## src/rtl/tmr_pkg.sv

```systemverilog
`timescale 1ns/1ps
package tmr_pkg;
  localparam int NUM_CH = 4;
  localparam int ADDR_W = 7;
  localparam int SRC_W  = 4;

  localparam logic [ADDR_W-1:0] OFS_FLAGS  = 7'h00;
  localparam logic [ADDR_W-1:0] OFS_CTRL   = 7'h04;
  localparam logic [ADDR_W-1:0] OFS_COUNT  = 7'h08;
  localparam logic [ADDR_W-1:0] OFS_PSC    = 7'h0C;
  localparam logic [ADDR_W-1:0] OFS_PSCCNT = 7'h10;
  localparam logic [ADDR_W-1:0] OFS_MCTL   = 7'h14;
  localparam logic [ADDR_W-1:0] OFS_MVAL0  = 7'h18;
  localparam logic [ADDR_W-1:0] OFS_CCTL   = 7'h28;
  localparam logic [ADDR_W-1:0] OFS_CVAL0  = 7'h2C;
  localparam logic [ADDR_W-1:0] OFS_EXT    = 7'h3C;
  localparam logic [ADDR_W-1:0] OFS_SRC    = 7'h70;

  typedef enum logic [1:0] {EXT_KEEP = 2'd0, EXT_LOW = 2'd1, EXT_HIGH = 2'd2, EXT_FLIP = 2'd3} extAct_e;
  typedef enum logic [1:0] {SRC_CLK = 2'd0, SRC_RISE = 2'd1, SRC_FALL = 2'd2, SRC_BOTH = 2'd3} cntSrc_e;

  // control -> datapath strobes
  typedef struct packed {
    logic              holdClr;
    logic              advance;
    logic              wrCount;
    logic              wrPsc;
    logic [NUM_CH-1:0] capLoad;
  } tmrStrobe_t;

  function automatic logic [ADDR_W-1:0] matchOfs(input int n);
    return OFS_MVAL0 + ADDR_W'(4 * n);
  endfunction

  function automatic logic [ADDR_W-1:0] capOfs(input int n);
    return OFS_CVAL0 + ADDR_W'(4 * n);
  endfunction
endpackage

```

## src/rtl/tmr_edge_sync.sv

```systemverilog
`timescale 1ns/1ps
module tmr_edge_sync #(
  parameter int NUM_CH = 4
) (
  input  logic              clk,
  input  logic              rstN,
  input  logic [NUM_CH-1:0] pinIn,
  output logic [NUM_CH-1:0] riseDet,
  output logic [NUM_CH-1:0] fallDet
);
  for (genvar ch = 0; ch < NUM_CH; ch++) begin : g_sync
    logic meta, stable, prior;
    always_ff @(posedge clk or negedge rstN) begin
      if (!rstN) begin
        meta   <= 1'b0;
        stable <= 1'b0;
        prior  <= 1'b0;
      end else begin
        meta   <= pinIn[ch];
        stable <= meta;
        prior  <= stable;
      end
    end
    assign riseDet[ch] = stable & ~prior;
    assign fallDet[ch] = ~stable & prior;
  end
endmodule

```

## src/rtl/tmr_datapath.sv

```systemverilog
`timescale 1ns/1ps
module tmr_datapath
  import tmr_pkg::*;
#(
  parameter int CNT_W = 32
) (
  input  logic                          clk,
  input  logic                          rstN,
  input  tmrStrobe_t                    strb,
  input  logic [CNT_W-1:0]              wrData,
  input  logic [CNT_W-1:0]              prescale,
  input  logic [NUM_CH-1:0][CNT_W-1:0]  matchVal,
  input  logic [NUM_CH-1:0]             resetEn,
  output logic [CNT_W-1:0]              count,
  output logic [CNT_W-1:0]              pscCnt,
  output logic [NUM_CH-1:0][CNT_W-1:0]  capVal,
  output logic [NUM_CH-1:0]             matchEvt
);
  logic             tick;
  logic [CNT_W-1:0] nextCnt;
  logic             anyReset;

  assign tick     = strb.advance && (pscCnt == prescale);
  assign nextCnt  = count + CNT_W'(1);
  assign anyReset = |(matchEvt & resetEn);

  for (genvar ch = 0; ch < NUM_CH; ch++) begin : g_match
    assign matchEvt[ch] = tick && (nextCnt == matchVal[ch]);
  end

  always_ff @(posedge clk or negedge rstN) begin
    if (!rstN) begin
      count <= '0;
    end else if (strb.holdClr) begin
      count <= '0;
    end else if (strb.wrCount) begin
      count <= wrData;
    end else if (tick) begin
      count <= anyReset ? '0 : nextCnt;
    end
  end

  always_ff @(posedge clk or negedge rstN) begin
    if (!rstN) begin
      pscCnt <= '0;
    end else if (strb.holdClr) begin
      pscCnt <= '0;
    end else if (strb.wrPsc) begin
      pscCnt <= wrData;
    end else if (strb.advance) begin
      pscCnt <= tick ? '0 : pscCnt + CNT_W'(1);
    end
  end

  for (genvar ch = 0; ch < NUM_CH; ch++) begin : g_cap
    logic [CNT_W-1:0] capReg;
    always_ff @(posedge clk or negedge rstN) begin
      if (!rstN) capReg <= '0;
      else if (strb.capLoad[ch]) capReg <= count;
    end
    assign capVal[ch] = capReg;

    AST_CAP_LATCH: assert property (@(posedge clk) disable iff (!rstN)
      strb.capLoad[ch] |=> capVal[ch] == $past(count)) else $error("capture latch");
  end

  AST_HOLD_ZERO: assert property (@(posedge clk) disable iff (!rstN)
    strb.holdClr |=> (count == '0) && (pscCnt == '0)) else $error("hold clear");
  AST_MATCH_RESET: assert property (@(posedge clk) disable iff (!rstN)
    (anyReset && !strb.holdClr && !strb.wrCount) |=> count == '0) else $error("match reset");
  AST_IDLE_STABLE: assert property (@(posedge clk) disable iff (!rstN)
    (!strb.advance && !strb.holdClr && !strb.wrCount) |=> $stable(count)) else $error("idle");
endmodule

```

## src/rtl/tmr_control.sv

```systemverilog
`timescale 1ns/1ps
module tmr_control
  import tmr_pkg::*;
#(
  parameter int CNT_W = 32
) (
  input  logic                          clk,
  input  logic                          rstN,
  input  logic                          busSel,
  input  logic                          busWrite,
  input  logic [ADDR_W-1:0]             busAddr,
  input  logic [CNT_W-1:0]              busWrData,
  output logic [CNT_W-1:0]              busRdData,
  input  logic [NUM_CH-1:0]             capPin,
  input  logic [NUM_CH-1:0]             matchEvt,
  input  logic [CNT_W-1:0]              count,
  input  logic [CNT_W-1:0]              pscCnt,
  input  logic [NUM_CH-1:0][CNT_W-1:0]  capVal,
  output tmrStrobe_t                    strb,
  output logic [CNT_W-1:0]              prescale,
  output logic [NUM_CH-1:0][CNT_W-1:0]  matchVal,
  output logic [NUM_CH-1:0]             resetEn,
  output logic [NUM_CH-1:0]             matchOut,
  output logic                          irqOut
);
  localparam int FLAG_W = 2 * NUM_CH;
  localparam int CTL_W  = 3 * NUM_CH;
  localparam int SEL_W  = $clog2(NUM_CH);

  logic [FLAG_W-1:0]   flags;
  logic                enable, hold;
  logic [CTL_W-1:0]    matchCtl, capCtl;
  logic [NUM_CH-1:0]   extState;
  logic [FLAG_W-1:0]   extCtl;
  logic [SRC_W-1:0]    srcSel;

  logic                wrEn;
  logic [NUM_CH-1:0]   riseDet, fallDet;
  logic [NUM_CH-1:0]   matchIntEn, stopEn, capIntEn, capEvt;
  logic [FLAG_W-1:0]   flagSet;
  logic                srcEvent, anyStop;
  logic [NUM_CH-1:0]   extNext;
  logic [SEL_W-1:0]    pinSel;

  assign wrEn = busSel && busWrite;

  tmr_edge_sync #(.NUM_CH(NUM_CH)) u_sync (
    .clk(clk), .rstN(rstN), .pinIn(capPin), .riseDet(riseDet), .fallDet(fallDet)
  );

  for (genvar ch = 0; ch < NUM_CH; ch++) begin : g_ctl
    assign matchIntEn[ch] = matchCtl[3*ch];
    assign resetEn[ch]    = matchCtl[3*ch+1];
    assign stopEn[ch]     = matchCtl[3*ch+2];
    assign capIntEn[ch]   = capCtl[3*ch+2];
    assign capEvt[ch]     = (riseDet[ch] & capCtl[3*ch]) | (fallDet[ch] & capCtl[3*ch+1]);

    logic [CNT_W-1:0] mvReg;
    always_ff @(posedge clk or negedge rstN) begin
      if (!rstN) mvReg <= '0;
      else if (wrEn && busAddr == matchOfs(ch)) mvReg <= busWrData;
    end
    assign matchVal[ch] = mvReg;
  end

  assign flagSet = {capEvt & capIntEn, matchEvt & matchIntEn};
  assign anyStop = |(matchEvt & stopEn);
  assign pinSel  = srcSel[2 +: SEL_W];

  always_comb begin
    unique case (cntSrc_e'(srcSel[1:0]))
      SRC_CLK:  srcEvent = 1'b1;
      SRC_RISE: srcEvent = riseDet[pinSel];
      SRC_FALL: srcEvent = fallDet[pinSel];
      SRC_BOTH: srcEvent = riseDet[pinSel] | fallDet[pinSel];
      default:  srcEvent = 1'b0;
    endcase
  end

  always_comb begin
    strb.holdClr = hold;
    strb.advance = enable && !hold && srcEvent;
    strb.wrCount = wrEn && busAddr == OFS_COUNT;
    strb.wrPsc   = wrEn && busAddr == OFS_PSCCNT;
    strb.capLoad = capEvt;
  end

  always_comb begin
    extNext = (wrEn && busAddr == OFS_EXT) ? busWrData[NUM_CH-1:0] : extState;
    for (int n = 0; n < NUM_CH; n++) begin
      if (matchEvt[n]) begin
        unique case (extAct_e'(extCtl[2*n +: 2]))
          EXT_LOW:  extNext[n] = 1'b0;
          EXT_HIGH: extNext[n] = 1'b1;
          EXT_FLIP: extNext[n] = ~extNext[n];
          default:  ;
        endcase
      end
    end
  end

  always_ff @(posedge clk or negedge rstN) begin
    if (!rstN) begin
      flags    <= '0;
      enable   <= 1'b0;
      hold     <= 1'b0;
      prescale <= '0;
      matchCtl <= '0;
      capCtl   <= '0;
      extState <= '0;
      extCtl   <= '0;
      srcSel   <= '0;
    end else begin
      flags    <= (flags & ~((wrEn && busAddr == OFS_FLAGS) ? busWrData[FLAG_W-1:0] : '0)) | flagSet;
      enable   <= ((wrEn && busAddr == OFS_CTRL) ? busWrData[0] : enable) & ~anyStop;
      if (wrEn && busAddr == OFS_CTRL) hold <= busWrData[1];
      if (wrEn && busAddr == OFS_PSC)  prescale <= busWrData;
      if (wrEn && busAddr == OFS_MCTL) matchCtl <= busWrData[CTL_W-1:0];
      if (wrEn && busAddr == OFS_CCTL) capCtl <= busWrData[CTL_W-1:0];
      if (wrEn && busAddr == OFS_EXT)  extCtl <= busWrData[NUM_CH +: FLAG_W];
      if (wrEn && busAddr == OFS_SRC)  srcSel <= busWrData[SRC_W-1:0];
      extState <= extNext;
    end
  end

  assign matchOut = extState;
  assign irqOut   = |flags;

  always_comb begin
    busRdData = '0;
    case (busAddr)
      OFS_FLAGS:  busRdData[FLAG_W-1:0] = flags;
      OFS_CTRL:   busRdData[1:0] = {hold, enable};
      OFS_COUNT:  busRdData = count;
      OFS_PSC:    busRdData = prescale;
      OFS_PSCCNT: busRdData = pscCnt;
      OFS_MCTL:   busRdData[CTL_W-1:0] = matchCtl;
      OFS_CCTL:   busRdData[CTL_W-1:0] = capCtl;
      OFS_EXT:    busRdData[CTL_W-1:0] = {extCtl, extState};
      OFS_SRC:    busRdData[SRC_W-1:0] = srcSel;
      default:    ;
    endcase
    for (int n = 0; n < NUM_CH; n++) begin
      if (busAddr == matchOfs(n)) busRdData = matchVal[n];
      if (busAddr == capOfs(n))   busRdData = capVal[n];
    end
  end

  AST_STOP_DISABLES: assert property (@(posedge clk) disable iff (!rstN)
    anyStop |=> !enable) else $error("stop");
  AST_FLAG_RAISES_IRQ: assert property (@(posedge clk) disable iff (!rstN)
    (|flagSet) |=> irqOut) else $error("flag set");
endmodule

```

## src/rtl/tmr_match_capture.sv

```systemverilog
`timescale 1ns/1ps
module tmr_match_capture
  import tmr_pkg::*;
#(
  parameter int CNT_W = 32
) (
  input  logic                  clk,
  input  logic                  rstN,
  input  logic                  busSel,
  input  logic                  busWrite,
  input  logic [ADDR_W-1:0]     busAddr,
  input  logic [CNT_W-1:0]      busWrData,
  output logic [CNT_W-1:0]      busRdData,
  input  logic [NUM_CH-1:0]     capPin,
  output logic [NUM_CH-1:0]     matchOut,
  output logic                  irq
);
  tmrStrobe_t                    strb;
  logic [CNT_W-1:0]              prescale, count, pscCnt;
  logic [NUM_CH-1:0][CNT_W-1:0]  matchVal, capVal;
  logic [NUM_CH-1:0]             resetEn, matchEvt;

  tmr_control #(.CNT_W(CNT_W)) u_ctl (
    .clk(clk), .rstN(rstN), .busSel(busSel), .busWrite(busWrite), .busAddr(busAddr),
    .busWrData(busWrData), .busRdData(busRdData), .capPin(capPin), .matchEvt(matchEvt),
    .count(count), .pscCnt(pscCnt), .capVal(capVal), .strb(strb), .prescale(prescale),
    .matchVal(matchVal), .resetEn(resetEn), .matchOut(matchOut), .irqOut(irq)
  );

  tmr_datapath #(.CNT_W(CNT_W)) u_dp (
    .clk(clk), .rstN(rstN), .strb(strb), .wrData(busWrData), .prescale(prescale),
    .matchVal(matchVal), .resetEn(resetEn), .count(count), .pscCnt(pscCnt),
    .capVal(capVal), .matchEvt(matchEvt)
  );
endmodule

```

## config.mk

```make
export PLATFORM = sky130hd
export DESIGN_NAME = tmr_match_capture
export DESIGN_NICKNAME = d
export VERILOG_FILES = /design/src/rtl/tmr_pkg.sv /design/src/rtl/tmr_edge_sync.sv /design/src/rtl/tmr_datapath.sv /design/src/rtl/tmr_control.sv /design/src/rtl/tmr_match_capture.sv
export SDC_FILE = /design/constraint.sdc
export NUM_CORES = 1
export LEC_CHECK = 0
export BUFFER_PORTS_ARGS = -buffer_cell sky130_fd_sc_hd__buf_2
export CORE_MARGIN = 4
export CORE_UTILIZATION = 40
export DETAILED_ROUTE_END_ITERATION = 8
export GPL_TIMING_DRIVEN = 0
export PLACE_DENSITY = 0.68
export SLEW_MARGIN = 30
export SYNTH_ARGS = -nofsm -noshare
export SYNTH_HDL_FRONTEND = slang
export SYNTH_SLANG_ARGS = --single-unit
```

## constraint.sdc

```tcl
create_clock -name clk -period 3.3 [get_ports clk]
set_clock_uncertainty 0.15 [all_clocks]
set_input_delay 0.165 -clock clk [delete_from_list [all_inputs] [get_ports clk]]
set_output_delay 0.165 -clock clk [all_outputs]
set_load 0.01 [all_outputs]
```

* After elaboration in Yosys (flattened, before gate mapping) *
Index checks and enable logic that the tools add are counted.

storage, ports and cells
  bits in writable memories = 0
  logic and storage cells = 178
  output and inout port bits = 37
  memory bits (read-only) = 0
  register bits = 414
  bits in latches = 0
  memories kept = 0
  input port bits = 47

operators by class
  $mul = 0
  shifts and indexed selects = 0
  order comparisons = 1
  $add $sub $neg = 2
  div/mod/pow operators = 0
  muxes and demuxes = 37
  reductions and logical operators = 29
  equal/unequal tests = 36
  bitwise gates (word level) = 42

operators by type and width
  cell                     count
  $mux W32                 16
  $eq A32 B32 Y1           5
  $add A32 B1 Y32 const B  2
  $pmux W20 S3             1
  $eq A7 B6 Y1 const B     8
  $eq A7 B5 Y1 const B     4
  $pmux W4 S7              1
  $pmux W4 S6              1
  $logic_and A1 B1 Y1      21
  $eq A2 B2 Y1 const B     10
  $pmux W2 S9              1
  $and A1 B1 Y1            17
  $and A4 B4 Y4            4
  $pmux W2 S8              1
  $eq A7 B4 Y1 const B     2
  $not A1 Y1               13
  $pmux W1 S3              4
  $eq A2 B1 Y1 const B     5
  $and A8 B8 Y8            1
  $mux W8                  1
  $not A8 Y8               1
  $or A8 B8 Y8             1
  $reduce_or A4 Y1         2
  $reduce_or A8 Y1         1
  other kinds (12)         24

* Logic depth before layout (Yosys ltp) *
Gate-level depths: netlist (run 1).

  depth after elaboration = 15
  depth in mapped cells = 14
  gate-level depth less buffers = 11

* Hierarchy *
Synthesis (run 1) repeated with hierarchy kept, for this count alone.

unflattened totals
  cells, all modules = 2557
  area, all modules = 25589.5 um2

modules (own cells, without submodules)
  module         times used  area an instance (um2)  cells each  sequential area each (um2)
  tmr_datapath   1           12817.3                 1372        4804.6
  tmr_control    1           12421.9                 1165        5255.0
  tmr_edge_sync  1           350.3                   20          300.3

* Least setup slack after synthesis (run 1) *
OpenSTA, ideal clock, no wires.

  path type = register -> register
  from = register u_dp.count[0]
  to = register u_dp.count[15]
  period minus slack after synthesis = 3.622 ns
  buffers on the path = 3
  library setup time = 0.134 ns
  cell stages (with the launch flop) = 15
  data required time = 3.016 ns
  path slack = -0.322 ns
  arrival = 3.338 ns
  cells stage by stage = dfrtp_1 ha_1 buf_4 and4_1 buf_2 nand4_2 nor4_2 mux2_2 a2111oi_0 nand4_1 nor4_4 a221oi_4 nand2_4 buf_6 o21ai_2

between the ends
  cells in the longest elaborated chain, start to end = 9
  elaborated cells between the ends (all ways) = 15
  classes of those cells = 1 x add/sub; 4 x eq/ne; 4 x mux; 1 x bitwise; 5 x reduce/logical

RTL lines
  item                      RTL line            RTL
  start: declaration        tmr_datapath.sv:14  output logic [CNT_W-1:0] count,
  start signal: assignment  tmr_datapath.sv:37  count <= wrData;
  start signal: assignment  tmr_datapath.sv:39  count <= anyReset ? '0 : nextCnt;
  $add A32 B1 Y32 (*)       tmr_datapath.sv:24  assign nextCnt = count + CNT_W'(1);
  $eq A32 B32 Y1            tmr_datapath.sv:28  assign matchEvt[ch] = tick && (nextCnt == matchVal[ch]);
  $logic_and A1 B1 Y1       tmr_datapath.sv:28
  $and A4 B4 Y4             tmr_datapath.sv:25  assign anyReset = |(matchEvt & resetEn);
  $reduce_or A4 Y1          tmr_datapath.sv:25
  $mux W32 (*)              tmr_datapath.sv:39
  $mux W32 (*)              tmr_datapath.sv:38  end else if (tick) begin
  $mux W32 (*)              tmr_datapath.sv:36  end else if (strb.wrCount) begin
  $mux W32 (*)              tmr_datapath.sv:34  end else if (strb.holdClr) begin

Mark *: on every way between the ends. The rest lies on a longest branch, timed or not. The select of a mux whose other input is x is not followed.
A chain may end at the register's enable or synchronous reset.

* Worst setup path in the final report (run 1) *
  from = register u_dp.count[11]
  to = register u_dp.count[20]

The elaborated chain is that of the path after synthesis.

==> qor.yml, run 1 <==
status: "complete, but fails checks"
failed_checks: "setup timing"
drv_slew: 0
p_switching_w: 0.00408
final_cell_mix: "dfrtp_1, mux2_2, a22oi_1, nor2_1, nand2_1"
required_ps: 3610
die_y_um: 254
numClockSinks: 414
syn_nets: 2373
multi_input_area_sq_um: 14000
synth-edff-count: 0
viasPerCell: 6.54
tightest_slew_ps: 1140
slew_headroom_pct: 23.9
power.share.clock_pct: 40.6
seqPwrFrac_pct: 43.8
ir_worst_vdd_mv: 0.561
htreeDepth: 2
critical_path_class: "reg -> reg"
start_util_pct: 40.8
syn_area_sq_um: 24200
crit_fanout: 6
fillers: 5445
track_usage_pct: 33.2
place_congestion: 1.00
final_common_cell: "dfrtp_1"
wirelength_um: 110000
max_freq_mhz: 259
clk_pin_slew_worst_paths_ps: 60
antenna_found_initial: 1
yosysTopAreaCellShare_pct: 42.7
io_pins: 84
grt_pass1_wl_um: 155000
synth_warnings: 0
finalHoldViolCount: 0
ant_nets: 0
fin_nets: 2636
finalWorstPathRequiredPeriod_ps: 3860
clk_latency_ps: 630
place_inst: 3184
synthTopCellsByArea: "dfrtp_1, mux2_2, a22oi_1"
chipWidth_um: 254
rsz0062_at_grt: "true"
core_sq_um: 59500
portBuffers: 79
arrival_ps: 4170
leakagePower_nw: 13.4
root_buffer: "clkbuf_16"
finalCritPeriodShare_pct: 117
firstDrtPassIters: 6
die_area_sq_um: 64600
netSwitchingFraction_pct: 30.2
async_flop_share_pct: 100
ys_ff_latch: 414
clockBufferDepth: 3
finalWorstSetupSlack_ps: -560
powerDensity_nw_per_um2: 452
syn_inst: 2324
drc_errors: 0
synth_top_area_cell: "dfrtp_1"
routedWlPerCell_um: 32.4
num_vias: 22200
seqCellArea_sq_um: 10400
tritoncts.num_buffers: 47
grt_max_degree: 89
dr.first_iter.drc_count: 2696
pre_cts_ws_ps: -1530
grt_pass1_vias: 21300
setup_viol: 40
stdcell_count: 3395
num_rows: 89
cp-start-kind: "flop"
ys_seq_area_share_pct: 42.7
hpwl_um: 81400
cts_tree: "yes"
power_frac_comb_pct: 15.6
intPower_w: 0.00944
drive_gt1_share_pct: 33.5
synthFlopType: "dfrtp_1"
hp-class: "in -> async"
maxCapViolCount: 0
area_growth_pct: 23.4
synth_cell_types: 93
gr-total-overflow: 0
avgSynthCellArea_sq_um: 10.4
end_kind: "flop"
## repair_timing
item / CTS / global route
setup buffers: 62 / 40
pin swaps: 49 / 51
setup endpoints to repair: 105 / 96
resized for setup: 204 / 101
hold buffers: 34 / 0
hold endpoints to repair: 400 / 0
gates cloned: 2 / 1
## logic make-up after synthesis
family / Yosys count / synth area share (%)
AND/OR/NAND/NOR: 629 / 14.5
multiplexers: 339 / 15.7
XOR/XNOR: 191 / 7.87
adder cells (fa/ha/maj): 2 / 0.103
flip-flops: 414 / 42.7
buffers and inverters: 227 / 3.86
AO/OA/AOI/OAI: 522 / 15.3
## cells in the mapped netlist (all sizes together), types with 7 or more instances
master	number
nor3b	11
a2111oi	8
a22o	17
or3	11
a211oi	23
and3	19
o21ai	126
nor3	48
xnor3	15
buf	56
a221oi	17
nand4	71
dfrtp	414
and4	8
a32o	7
nand3	56
mux2i	10
a31oi	31
nor4	42
xnor2	98
nand2b	11
nand2	137
inv	30
a21oi	71
xor2	76
nor2	152
nand3b	10
clkbuf	141
a22oi	145
mux2	329
or4	8
and2	17
## registers in the layout, indices dropped and copies added (netlist names), 8 cells and up
register	flops
u_ctl.matchCtl	12
u_ctl.g_ctl.mvReg	128
u_dp.count	32
u_ctl.prescale	32
u_ctl.flags	8
u_ctl.extCtl	8
u_dp.g_cap.capReg	128
u_ctl.capCtl	12
u_dp.pscCnt	32
## cell type report
class / instances / share of cell area [%]
inverter: 30 / 0.376
clock buffer: 68 / 4.50
multi-input combinational: 1683 / 46.7
buffer: 185 / 3.31
clock inverter: 14 / 0.774
tap: 773 / 3.23
timing repair buffer: 226 / 6.42
sequential: 414 / 34.7
antenna: 2 / 0.0167
## worst max-delay path, cell delays in order (launching register included)
cell and delay (ps):
dfrtp_2 450, nand4_4 210, buf_12 210, nor4_4 260
buf_4 180, xnor2_4 130, xnor2_2 170, nor4_2 360
nand4_1 340, a2111oi_4 420, buf_6 200, a21oi_4 80
nand2_4 100, buf_12 140, buf_6 110, buf_12 120
o21ai_2 50
## through the flow
| stage | util, % | TNS (ps) | power (W) | hold WS [ps] | cell area, sq um |
|---|---|---|---|---|---|
| 2_1_floorplan | - | 0 | 0.00693 | -281 | 24300 |
| 3_3_place_gp | 43.2 | -2712290 | 0.00778 | 125 | 25700 |
| 3_5_place_dp | 43.5 | -85990 | 0.00784 | -20.2 | 25900 |
| 4_1_cts | 49.1 | -17810 | 0.0134 | 11.5 | 29200 |
| 5_1_grt | 50.3 | -20150 | 0.0139 | 36.7 | 29900 |
| 6_report | 50.3 | -16700 | 0.0135 | 23.3 | 29900 |
## power groups by stage
stage	Combinational [W]	Sequential, W	Clock, W
finish	0.00211	0.00592	0.00550
global route	0.00222	0.00595	0.00575
CTS	0.00205	0.00585	0.00553
detailed placement	0.00194	0.00590	0
global placement	0.00189	0.00589	0
floorplan	0.00119	0.00573	0
## path summary, 6_finish.rpt
check | startpoint | to | slack [ps] | cells after the start
worst max-delay path | u_dp.count[11]$_DFFE_PN0P_ | u_dp.count[20]$_DFFE_PN0P_ | -560 | 16
worst min-delay path | rstN | u_dp.pscCnt[28]$_DFFE_PN0P_ | 20 | 3
worst max register to register | u_dp.count[11]$_DFFE_PN0P_ | u_dp.count[20]$_DFFE_PN0P_ | -560 | 16
worst min register to register | u_ctl.u_sync.g_sync[1].meta$_DFF_PN0_ | u_ctl.u_sync.g_sync[1].stable$_DFF_PN0_ | 200 | 0
max in group asynchronous | rstN | u_ctl.g_ctl[3].mvReg[6]$_DFFE_PN0P_ | 2070 | 4
min in group clk | capPin[2] | u_ctl.u_sync.g_sync[2].meta$_DFF_PN0_ | 30 | 2
## per-layer routing
| layer | up-vias | part of all wire [%] | global-route usage [%] |
|---|---|---|---|
| li1 | 9172 | - | - |
| met5 | - | 0.012 | 0 |
| met4 | 2 | 5.9 | 16.2 |
| met1 | 11400 | 40 | 45.1 |
| met2 | 1263 | 45 | 51.3 |
| met3 | 309 | 8.9 | 6.33 |
(Power assumes the default switching activity.)
==> run 2, diff against run 1 <==
Settings changed: BUFFER_PORTS_ARGS -buffer_cell sky130_fd_sc_hd__buf_2 to -buffer_cell sky130_fd_sc_hd__buf_4, CORE_MARGIN 4 to 10, PLACE_DENSITY 0.68 to 0.65.
Clock period 3.3 ns to 3.65 ns, I/O delays scaled along.
==> qor.yml, run 2 (same netlist as run 1, synthesis figures left out) <==
holdWs_ps: 61.0  # +37.7 ps
num_rows: 90  # +1.1%
numClockSinks: 414  # unchanged
die_y_um: 266  # +4.7%
viasPerCell: 6.44  # -1.5%
drive_gt1_share_pct: 32.4  # -1.1 points
crit_fanout: 6  # unchanged
fillers: 5471  # +0.48%
num_vias: 21800  # -1.6%
firstDrtPassIters: 7  # +1
ir_worst_vdd_mv: 0.456  # -19%
power_frac_comb_pct: 15.6  # about the same
clockBufferDepth: 3  # unchanged
grt_pass1_vias: 21600  # +1.3%
antenna_found_initial: 6  # +5
core_sq_um: 60200  # +1.3%
failed_checks: "setup timing"
cts_tree: "yes"
maxCapViolCount: 0  # unchanged
drv_slew: 0  # unchanged
start_util_pct: 40.3  # -0.53 points
leakagePower_nw: 13.4  # -0.40%
area_growth_pct: 23.7
seqCellArea_sq_um: 10400  # about the same
power.share.clock_pct: 41.4  # +0.8 points
arrival_ps: 4100  # -70 ps
dr.first_iter.drc_count: 2994  # +11%
netSwitchingFraction_pct: 29.9  # -0.28 points
largestRegisters: "u_ctl.g_ctl.mvReg: 128 flops, u_dp.g_cap.capReg: 128 flops"
track_usage_pct: 30.5  # -2.7 points
max_freq_mhz: 268  # +3.5%
root_buffer: "clkbuf_16"
chipWidth_um: 266  # +4.7%
io_pins: 84  # unchanged
rsz0062_at_grt: "true"
slew_headroom_pct: 22.9  # -0.97 points
fin_nets: 2620  # -0.61%
finalWorstPathRequiredPeriod_ps: 3730  # -132 ps
gr-total-overflow: 0  # unchanged
drc_errors: 0  # unchanged
die_area_sq_um: 70900  # +9.7%
final_util_pct: 49.8  # -0.51 points
wirelength_um: 110000  # +0.20%
finalWorstSetupSlack_ps: -78.2  # +482 ps
grt_max_degree: 90  # +1.1%
place_congestion: 1.01  # +1.0%
routedWlPerCell_um: 32.5  # +0.29%
cp-start-kind: "flop"
tritoncts.num_buffers: 48  # +2.1%
status: "complete, but fails checks"
clk_pin_slew_worst_paths_ps: 70  # about the same
end_kind: "flop"
powerDensity_nw_per_um2: 414  # -8.4%
required_ps: 4020  # +410 ps
htreeDepth: 2  # unchanged
finalCritPeriodShare_pct: 102  # -15 points
hpwl_um: 82500  # +1.3%
finalHoldViolCount: 0  # unchanged
ant_nets: 0  # unchanged
tightest_slew_ps: 1160  # +14.6 ps
grt_pass1_wl_um: 158000  # +1.3%
final_common_cell: "dfrtp_1"
clk_latency_ps: 630  # about the same
power_w: 0.0124  # -8.1%
p_switching_w: 0.00372  # -9.0%
final_cell_mix: "dfrtp_1, mux2_2, buf_4, a22oi_1, nor2_1"
multi_input_area_sq_um: 14000  # +0.25%
setup_viol: 25  # -38%
seqPwrFrac_pct: 43.0  # -0.8 points
portBuffers: 79  # unchanged
intPower_w: 0.00871  # -7.8%
hp-class: "in -> reg"
critical_path_class: "reg -> reg"
-- run 2: changes by cell type in the layout (fill, tap and decap cells not counted), moves of 4 or more --
| cell | change |
|---|---|
| clkbuf_8 | +4 |
| clkbuf_4 | -8 |
| buf_8 | +4 |
| buf_4 | +69 |
| buf_2 | -81 |
| o21ai_1 | -5 |
| clkbuf_2 | -9 |
| clkbuf_1 | +18 |
| buf_6 | -12 |
-- run 2: worst paths after layout --
check	from	end	slack, ps	depth (start not counted)
max	u_dp.count[1]$_DFFE_PN0P_	u_dp.count[23]$_DFFE_PN0P_	-80	18
min	capPin[3]	u_ctl.u_sync.g_sync[3].meta$_DFF_PN0_	60	2
max reg2reg	u_dp.count[1]$_DFFE_PN0P_	u_dp.count[23]$_DFFE_PN0P_	-80	18
min reg2reg	u_ctl.u_sync.g_sync[0].meta$_DFF_PN0_	u_ctl.u_sync.g_sync[0].stable$_DFF_PN0_	200	0
max in group asynchronous	rstN	u_ctl.g_ctl[1].mvReg[5]$_DFFE_PN0P_	2410	4
min in group asynchronous	rstN	u_dp.pscCnt[23]$_DFFE_PN0P_	70	3
-- run 2: timing repair --
| item | 4_1_cts | 5_1_grt |
|---|---|---|
| buffers inserted | 54 | 31 |
| hold buffers | 34 | 0 |
| pin swaps | 38 | 66 |
| endpoints found under the hold margin | 572 | 0 |
| setup endpoints to repair | 86 | 65 |
| resized for setup | 156 | 143 |
| cloned | 3 | 1 |
-- run 2: worst max-delay path, stage by stage (launching register included) --
cell	delay [ps]
dfrtp_1	410
ha_4	160
buf_8	130
and4_1	210
buf_6	170
nand4_4	140
buf_6	180
buf_4	150
or4_1	540
o21ai_2	150
nor3_4	80
nand4_1	200
a2111oi_4	50
buf_4	180
a21oi_4	180
nand2_4	90
buf_12	160
buf_4	130
o21ai_0	140
-- run 2: metal layers --
layer / share of wire (%) / up-vias / global-route usage (%) / wire [um]
met2: 45 / 1233 / 47.1 / 49200
met5: 0.038 / - / 0 / 42
met4: 5.8 / 6 / 15.2 / 6400
met1: 41 / 11200 / 39.9 / 44800
met3: 8.8 / 286 / 6.53 / 9740
li1: - / 9147 / - / -
-- run 2: power groups by stage --
stage          registers, W  logic [W]  clock network (W)
2_1_floorplan       0.00518    0.00107                  0
3_3_place_gp        0.00533    0.00171                  0
3_5_place_dp        0.00534    0.00176                  0
4_1_cts             0.00527    0.00189            0.00519
5_1_grt             0.00536    0.00205            0.00538
6_report            0.00534    0.00194            0.00515
-- run 2: per-stage QoR --
step / std cells / setup WS (ps) / area (sq um) / setup TNS [ps]
after global placement: 3185 / -2000 / 25800 / -869300
after detailed placement: 3190 / -1560 / 26000 / -66410
final: 3392 / -78.2 / 30000 / -1090
after global routing: 3390 / -137 / 30000 / -3140
after floorplan: 2324 / 28.0 / 24200 / 0
after CTS: 3365 / -43.3 / 29200 / -368
-- run 2: final cells by class --
cell class              count  area share, %
diodes                      2         0.0167
flip-flops and latches    414           34.6
multi-input cells        1684           46.7
clock inverters            15          0.809
inverters                  30          0.375
clock buffers              72           4.77
plain buffers             187           3.20
repair buffers            206           6.31
well taps                 782           3.26
